[src/rtl/myel_pkg.sv]
`timescale 1ns/1ps
// Shared types for the multiframe yellow alarm integrator.
package myel_pkg;
    // Verdict of one observation window, valid for a single cycle.
    typedef struct packed {
        logic valid;  // window just closed
        logic hit;    // a qualified yellow sample occurred in it
    } win_verdict_t;
endpackage

[src/rtl/myel_window.sv]
`timescale 1ns/1ps
// Observation window timer.
// Counts frame strobes into windows of WIN_FRAMES frames and reports whether a
// qualified yellow sample (yellow bit with frame and multiframe-start strobes)
// occurred in each one. Assumes WIN_FRAMES >= 2.
module myel_window import myel_pkg::*; #(
    parameter int WIN_FRAMES = 32
) (
    input  logic         clk,
    input  logic         rst_n,
    input  logic         frame_stb,
    input  logic         mf_start,
    input  logic         yel_bit,
    output win_verdict_t verdict
);
    localparam int FW = $clog2(WIN_FRAMES);
    localparam logic [FW-1:0] LAST = FW'(WIN_FRAMES - 1);

    logic [FW-1:0] fcnt;
    logic          seen;
    logic          sample;

    // Qualify the yellow bit with both strobes.
    always_comb sample = frame_stb & mf_start & yel_bit;

    // Advance the frame position and close the window on its last frame.
    always_ff @(posedge clk) begin
        if (!rst_n) begin
            fcnt    <= '0;
            seen    <= 1'b0;
            verdict <= '0;
        end else begin
            verdict <= '0;
            if (frame_stb) begin
                if (fcnt == LAST) begin
                    fcnt    <= '0;
                    seen    <= 1'b0;
                    verdict <= '{valid: 1'b1, hit: seen | sample};
                end else begin
                    fcnt <= fcnt + FW'(1);
                    seen <= seen | sample;
                end
            end
        end
    end

    AST_VERDICT_ON_STROBE: assert property (@(posedge clk) disable iff (!rst_n)
        verdict.valid |-> $past(frame_stb));
endmodule

[src/rtl/myel_integ.sv]
`timescale 1ns/1ps
// Up/down window integrator with hysteresis.
// A hit window counts up and a miss counts down, saturating at DECLARE_CNT and 0.
// The alarm is declared at DECLARE_CNT and removed at 0. alarm_chg pulses on the
// edge on which the alarm changes.
module myel_integ import myel_pkg::*; #(
    parameter int DECLARE_CNT = 80
) (
    input  logic         clk,
    input  logic         rst_n,
    input  win_verdict_t verdict,
    output logic         alarm,
    output logic         alarm_chg
);
    localparam int CW = $clog2(DECLARE_CNT + 1);
    localparam logic [CW-1:0] TOP = CW'(DECLARE_CNT);

    logic [CW-1:0] cnt;
    logic [CW-1:0] cnt_nxt;
    logic          alarm_nxt;

    // Saturating count step and hysteresis decision.
    always_comb begin
        cnt_nxt = cnt;
        if (verdict.valid) begin
            if (verdict.hit) cnt_nxt = (cnt == TOP) ? cnt : cnt + CW'(1);
            else             cnt_nxt = (cnt == '0)  ? cnt : cnt - CW'(1);
        end
        if (cnt_nxt == TOP)      alarm_nxt = 1'b1;
        else if (cnt_nxt == '0)  alarm_nxt = 1'b0;
        else                     alarm_nxt = alarm;
    end

    // Register the count, the alarm and the change pulse.
    always_ff @(posedge clk) begin
        if (!rst_n) begin
            cnt       <= '0;
            alarm     <= 1'b0;
            alarm_chg <= 1'b0;
        end else begin
            cnt       <= cnt_nxt;
            alarm     <= alarm_nxt;
            alarm_chg <= alarm_nxt ^ alarm;
        end
    end

    AST_CNT_BOUNDED: assert property (@(posedge clk) disable iff (!rst_n)
        cnt <= TOP);
    AST_DECLARE_AT_TOP: assert property (@(posedge clk) disable iff (!rst_n)
        $rose(alarm) |-> cnt == TOP);
    AST_REMOVE_AT_ZERO: assert property (@(posedge clk) disable iff (!rst_n)
        $fell(alarm) |-> cnt == '0);
    AST_ALARM_ONLY_AFTER_WINDOW: assert property (@(posedge clk) disable iff (!rst_n)
        !verdict.valid |=> $stable(alarm));
endmodule

[src/rtl/myel_status.sv]
`timescale 1ns/1ps
// Change-of-state flag and interrupt gating.
// The flag sets on an alarm change and clears on a read in clear-on-read mode or
// on a write of one. A set beats a clear in the same cycle.
module myel_status (
    input  logic clk,
    input  logic rst_n,
    input  logic alarm_chg,
    input  logic rur_mode,
    input  logic stat_rd,
    input  logic stat_wr,
    input  logic stat_wdata,
    input  logic cos_irq_en,
    input  logic blk_irq_en,
    output logic cos_flag,
    output logic irq
);
    logic clr;

    // Either clearing path.
    always_comb clr = (stat_wr & stat_wdata) | (stat_rd & rur_mode);

    // Hold the flag; set has priority over clear.
    always_ff @(posedge clk) begin
        if (!rst_n)         cos_flag <= 1'b0;
        else if (alarm_chg) cos_flag <= 1'b1;
        else if (clr)       cos_flag <= 1'b0;
    end

    // Gate the interrupt with both enables.
    always_comb irq = cos_flag & cos_irq_en & blk_irq_en;

    AST_SET_WINS: assert property (@(posedge clk) disable iff (!rst_n)
        alarm_chg |=> cos_flag);
    AST_CLEAR_TAKES: assert property (@(posedge clk) disable iff (!rst_n)
        (!alarm_chg && clr) |=> !cos_flag);
    AST_FLAG_NEEDS_CHANGE: assert property (@(posedge clk) disable iff (!rst_n)
        $rose(cos_flag) |-> $past(alarm_chg));
endmodule

[src/rtl/myel_integrator.sv]
`timescale 1ns/1ps
// Multiframe yellow alarm integrator, top level.
// Chains the window timer, the integrator and the status/interrupt stage.
// Assumes frame_stb pulses for one cycle per received frame.
module myel_integrator import myel_pkg::*; #(
    parameter int WIN_FRAMES  = 32,
    parameter int DECLARE_CNT = 80
) (
    input  logic clk,
    input  logic rst_n,
    input  logic frame_stb,
    input  logic mf_start,
    input  logic yel_bit,
    input  logic rur_mode,
    input  logic stat_rd,
    input  logic stat_wr,
    input  logic stat_wdata,
    input  logic cos_irq_en,
    input  logic blk_irq_en,
    output logic alarm,
    output logic cos_flag,
    output logic irq
);
    win_verdict_t verdict;
    logic         alarm_chg;

    myel_window #(.WIN_FRAMES(WIN_FRAMES)) u_win (
        .clk(clk), .rst_n(rst_n), .frame_stb(frame_stb),
        .mf_start(mf_start), .yel_bit(yel_bit), .verdict(verdict)
    );

    myel_integ #(.DECLARE_CNT(DECLARE_CNT)) u_integ (
        .clk(clk), .rst_n(rst_n), .verdict(verdict),
        .alarm(alarm), .alarm_chg(alarm_chg)
    );

    myel_status u_stat (
        .clk(clk), .rst_n(rst_n), .alarm_chg(alarm_chg),
        .rur_mode(rur_mode), .stat_rd(stat_rd), .stat_wr(stat_wr),
        .stat_wdata(stat_wdata), .cos_irq_en(cos_irq_en),
        .blk_irq_en(blk_irq_en), .cos_flag(cos_flag), .irq(irq)
    );
endmodule

[config.mk]
export PLATFORM = sky130hd
export DESIGN_NAME = myel_integrator
export DESIGN_NICKNAME = d
export VERILOG_FILES = /design/src/rtl/myel_pkg.sv /design/src/rtl/myel_window.sv /design/src/rtl/myel_integ.sv /design/src/rtl/myel_status.sv /design/src/rtl/myel_integrator.sv
export SDC_FILE = /design/constraint.sdc
export NUM_CORES = 1
export LEC_CHECK = 0
export CAP_MARGIN = 15
export CORE_ASPECT_RATIO = 1.1
export CORE_MARGIN = 2
export CORE_UTILIZATION = 48
export DETAILED_ROUTE_END_ITERATION = 10
export HOLD_SLACK_MARGIN = 0.03
export PLACE_DENSITY = 0.83
export SYNTH_ARGS = -nofsm -noshare
export SYNTH_HDL_FRONTEND = slang
export SYNTH_SLANG_ARGS = --single-unit
[constraint.sdc]
create_clock -name clk -period 2.1 [get_ports clk]
set_input_delay 0.42 -clock clk [delete_from_list [all_inputs] [get_ports clk]]
set_output_delay 0.42 -clock clk [all_outputs]
set_load 0.02 [all_outputs]
==> load_flow_metrics.sql <==
INSERT INTO impl_metrics (metric_group, metric, value, unit) VALUES
('hold_path', 'min-delay-path-class', 'reg2reg', ''),
('synthesis', 'yosys.cell_types.count', '47', ''),
('die', 'floorplan.initialDensity', '49.9', '%'),
('detailed_routing', 'route.detailed.drc', '0', ''),
('timing', 'fin_ws', '-148', 'ps'),
('timing', 'final_max_slew_viol_count', '0', ''),
('clock_network', 'numCtsBuffers', '3', ''),
('timing', 'finalWorstPathRequiredPeriod', '2250', 'ps'),
('cells_and_area', 'drive_above_1_share', '31.9', '%'),
('cells_and_area', 'final.fill_count', '202', ''),
('synthesis', 'synthCells', '130', ''),
('synthesis', 'synth_seq_area_share', '32.7', '%'),
('run', 'drv.max_cap_violation_count', '0', ''),
('cells_and_area', 'finalInstanceArea', '0.00150', 'mm2'),
('timing', 'rsz0062_at_grt', 'true', ''),
('clock_network', 'cts_hold_buffers', '0', ''),
('die', 'io-pin-count', '14', ''),
('timing', 'timing.fmax', '445', 'MHz'),
('clock_network', 'cts.clk_slew.worst_paths', '100', 'ps'),
('die', 'rows', '18', ''),
('global_routing', 'gr-usage-all-layers', '22.5', '%'),
('global_routing', 'grt_pass1_vias', '1056', ''),
('global_routing', 'pin_count_of_the_biggest_net_entering_global_routing', '15', ''),
('detailed_routing', 'first_pass_iters', '4', ''),
('place', 'postPlaceCellArea', '0.00141', 'mm2'),
('synthesis', 'syn_area', '0.00110', 'mm2'),
('timing', 'setup_viol_count_final', '2', ''),
('die', 'die_height', '54.2', 'um'),
('clock_network', 'count_of_h_tree_levels_built_during_cts', '1', ''),
('timing', 'fin_worst_skew', '1.50', 'ps'),
('detailed_routing', 'avgViaCountPerCell', '5.72', ''),
('place', 'dpl.hpwl', '2120', 'um'),
('cells_and_area', 'most_common_library_cell_in_the_layout_ignoring_fill_and_taps', 'sky130_fd_sc_hd__buf_4', ''),
('synthesis', 'synth.net_count', '145', ''),
('detailed_routing', 'routed_wirelength', '2820', 'um'),
('outcome', 'run_status', 'complete, but fails checks', ''),
('die', 'floorplan.die_area', '0.00269', 'mm2'),
('timing', 'layout_worst_path_cycle_share', '107', '%'),
('global_routing', 'grt_ovf', '0', ''),
('detailed_routing', 'detailroute.via_count', '1104', ''),
('critical_path', 'critPathArrivalTime', '2490', 'ps'),
('critical_path', 'critical_path_peak_fanout', '7', ''),
('cells_and_area', 'finalNetCount', '179', ''),
('detailed_routing', 'route.antenna.remaining_nets', '0', ''),
('cells_and_area', 'utilization', '68.1', '%'),
('die', 'core', '0.00221', 'mm2'),
('clock_network', 'clock_insertion_delay_worst_skew', '310', 'ps'),
('detailed_routing', 'drtIter0Drc', '25', ''),
('place', 'place.gp.congestion', '0.901', ''),
('clock_network', 'max-clock-path-buffers', '2', ''),
('cells_and_area', 'antenna_cells', '0', ''),
('synthesis', 'synth.yosys.warnings', '0', ''),
('synthesis', 'syn_area_per_cell', '8.47', 'um2'),
('timing', 'tightestPinTransition', '458', 'ps'),
('cells_and_area', 'growth_of_design_area_from_synthesis_to_finish', '36.5', '%'),
('global_routing', 'antenna_found_initial', '0', ''),
('clock_network', 'cts_tree', 'done', ''),
('clock_network', 'cts.sink_count', '18', ''),
('clock_network', 'clock_tree.root_cell', 'sky130_fd_sc_hd__clkbuf_4', ''),
('critical_path', 'timing.critical_path.to_type', 'flip-flop', ''),
('global_routing', 'first_pass_grt_wire_length', '4400', 'um'),
('place', 'buffer_ports.inserted', '13', ''),
('die', 'die-width', '49.7', 'um'),
('timing', 'whs', '455', 'ps'),
('cells_and_area', 'final_cell_mix', 'sky130_fd_sc_hd__buf_4 (23), sky130_fd_sc_hd__nor2_1 (16), sky130_fd_sc_hd__dfxtp_1 (16)', ''),
('critical_path', 'data_required_time_of_the_worst_path', '2340', 'ps'),
('pwr', 'p_per_area', '470', 'mW/mm2'),
('outcome', 'violated_checks', 'setup timing', ''),
('pwr', 'total_power', '0.000707', 'W'),
('timing', 'finalHoldViolations', '0', ''),
('pwr', 'static-leakage-power', '0.629', 'nW'),
('place', 'dpl_worst_slack', '-239', 'ps'),
('pwr', 'max-vdd-ir-drop', '0.000545', 'V'),
('timing', 'max-slew-margin-rel', '69.4', '%'),
('synthesis', 'ys_ff_latch', '18', ''),
('critical_path', 'worst-setup-path-type', 'reg2reg', ''),
('critical_path', 'crit_path_start_kind', 'flip-flop', ''),
('detailed_routing', 'wl_per_cell', '14.6', 'um');
[worst max-delay path: stages (launching register included)]
cell,delay (ps)
sky130_fd_sc_hd__dfxtp_4,390
sky130_fd_sc_hd__inv_2,70
sky130_fd_sc_hd__ha_4,130
sky130_fd_sc_hd__nor4b_4,350
sky130_fd_sc_hd__and2_4,240
sky130_fd_sc_hd__o21ai_2,70
sky130_fd_sc_hd__mux2_4,310
sky130_fd_sc_hd__or4b_4,490
sky130_fd_sc_hd__o221ai_2,160
[logic make-up (layout without fill, tap and decap cells)]
logic type,after synthesis,after routing,synth area share [%]
adder cells (fa/ha/maj),4,4,4.55
multiplexers,4,4,4.20
XOR/XNOR,1,1,0.796
AND/OR/NAND/NOR,61,61,33.0
AO/OA/AOI/OAI,31,31,19.4
buffers and inverters,11,44,5.34
flip-flops,18,18,32.7
[power by group]
| group | internal [W] | switching (W) | total [W] |
|---|---|---|---|
| clock network | 0.000106 | 0.000115 | 0.000221 |
| logic | 0.0000737 | 0.0000542 | 0.000128 |
| registers | 0.000349 | 0.00000927 | 0.000358 |
[area by class of cell]
| cell class | count | area, um2 | area share (%) |
|---|---|---|---|
| multi-input combinational | 101 | 741 | 49.3 |
| tap | 30 | 37.5 | 2.50 |
| inverter | 4 | 17.5 | 1.17 |
| timing repair buffer | 36 | 303 | 20.1 |
| clock buffer | 4 | 36.3 | 2.41 |
| sequential | 18 | 368 | 24.5 |
[repair_timing]
action                                  4_1_cts  5_1_grt
endpoints found under the setup margin        2        3
pin swaps                                     2        3
resized for setup                             7        8
gates cloned                                  0        0
setup buffers                                 0        1
[layer usage]
| metal | GRT usage (%) | vias to the layer above | share of wire [%] |
|---|---|---|---|
| li1 | - | 538 | - |
| met2 | 41.6 | 30 | 54 |
| met3 | 4.92 | 5 | 4.0 |
| met1 | 22.9 | 531 | 40 |
| met4 | 16.7 | 0 | 1.7 |
| met5 | 0 | - | 0 |
[through the flow]
step / std cells / setup TNS [ps]
5_1_grt: 193 / -385
3_5_place_dp: 188 / -239
6_report: 193 / -194
3_3_place_gp: 188 / -112
2_1_floorplan: 130 / -0.462
4_1_cts: 192 / -160
[registers in the layout, indices dropped and copies added (netlist names)]
| register | cells |
|---|---|
| u_integ.cnt | 7 |
| u_win.fcnt | 5 |
| u_win.verdict | 2 |
| u_integ.alarm | 1 |
| u_integ.alarm_chg | 1 |
| u_stat.cos_flag | 1 |
| u_win.seen | 1 |
[cell usage after synthesis, drive strengths merged]
cell     count  area (um2)
dfxtp       18         360
nor2        16        60.1
a21oi        9        45.0
nand2        7        26.3
and2         5        36.3
and3         5        31.3
buf          5        36.3
nand2b       5        31.3
nand3        5        25.0
nor3         5        25.0
o21ai        5        28.8
ha           4        50.1
inv          4        15.0
a21boi       2        15.0
a31oi        2        12.5
clkbuf       2        7.51
mux2         2        26.3
mux2i        2        20.0
nand3b       2        15.0
nor2b        2        12.5
nor4b        2        32.5
o211ai       2        15.0
o21a         2        15.0
o311a        2        21.3
or4b         2        23.8
a211oi       1        7.51
a22oi        1        7.51
and4         1        10.0
nand4        1        6.26
nand4b       1        8.76
nor4         1        12.5
o211a        1        10.0
o221ai       1        8.76
o2bb2ai      1        8.76
o311ai       1        8.76
o31a         1        10.0
or2          1        6.26
xor2         1        8.76
[worst paths after layout]
kind / start / end / slack [ps] / depth (start not counted)
max: u_integ.cnt[0] / u_integ.alarm / -150 / 8
min: u_integ.alarm_chg / u_stat.cos_flag / 460 / 2
max reg2reg: u_integ.cnt[0] / u_integ.alarm / -150 / 8
min reg2reg: u_integ.alarm_chg / u_stat.cos_flag / 460 / 2
No activity file was read; power rests on OpenSTA's default activity.
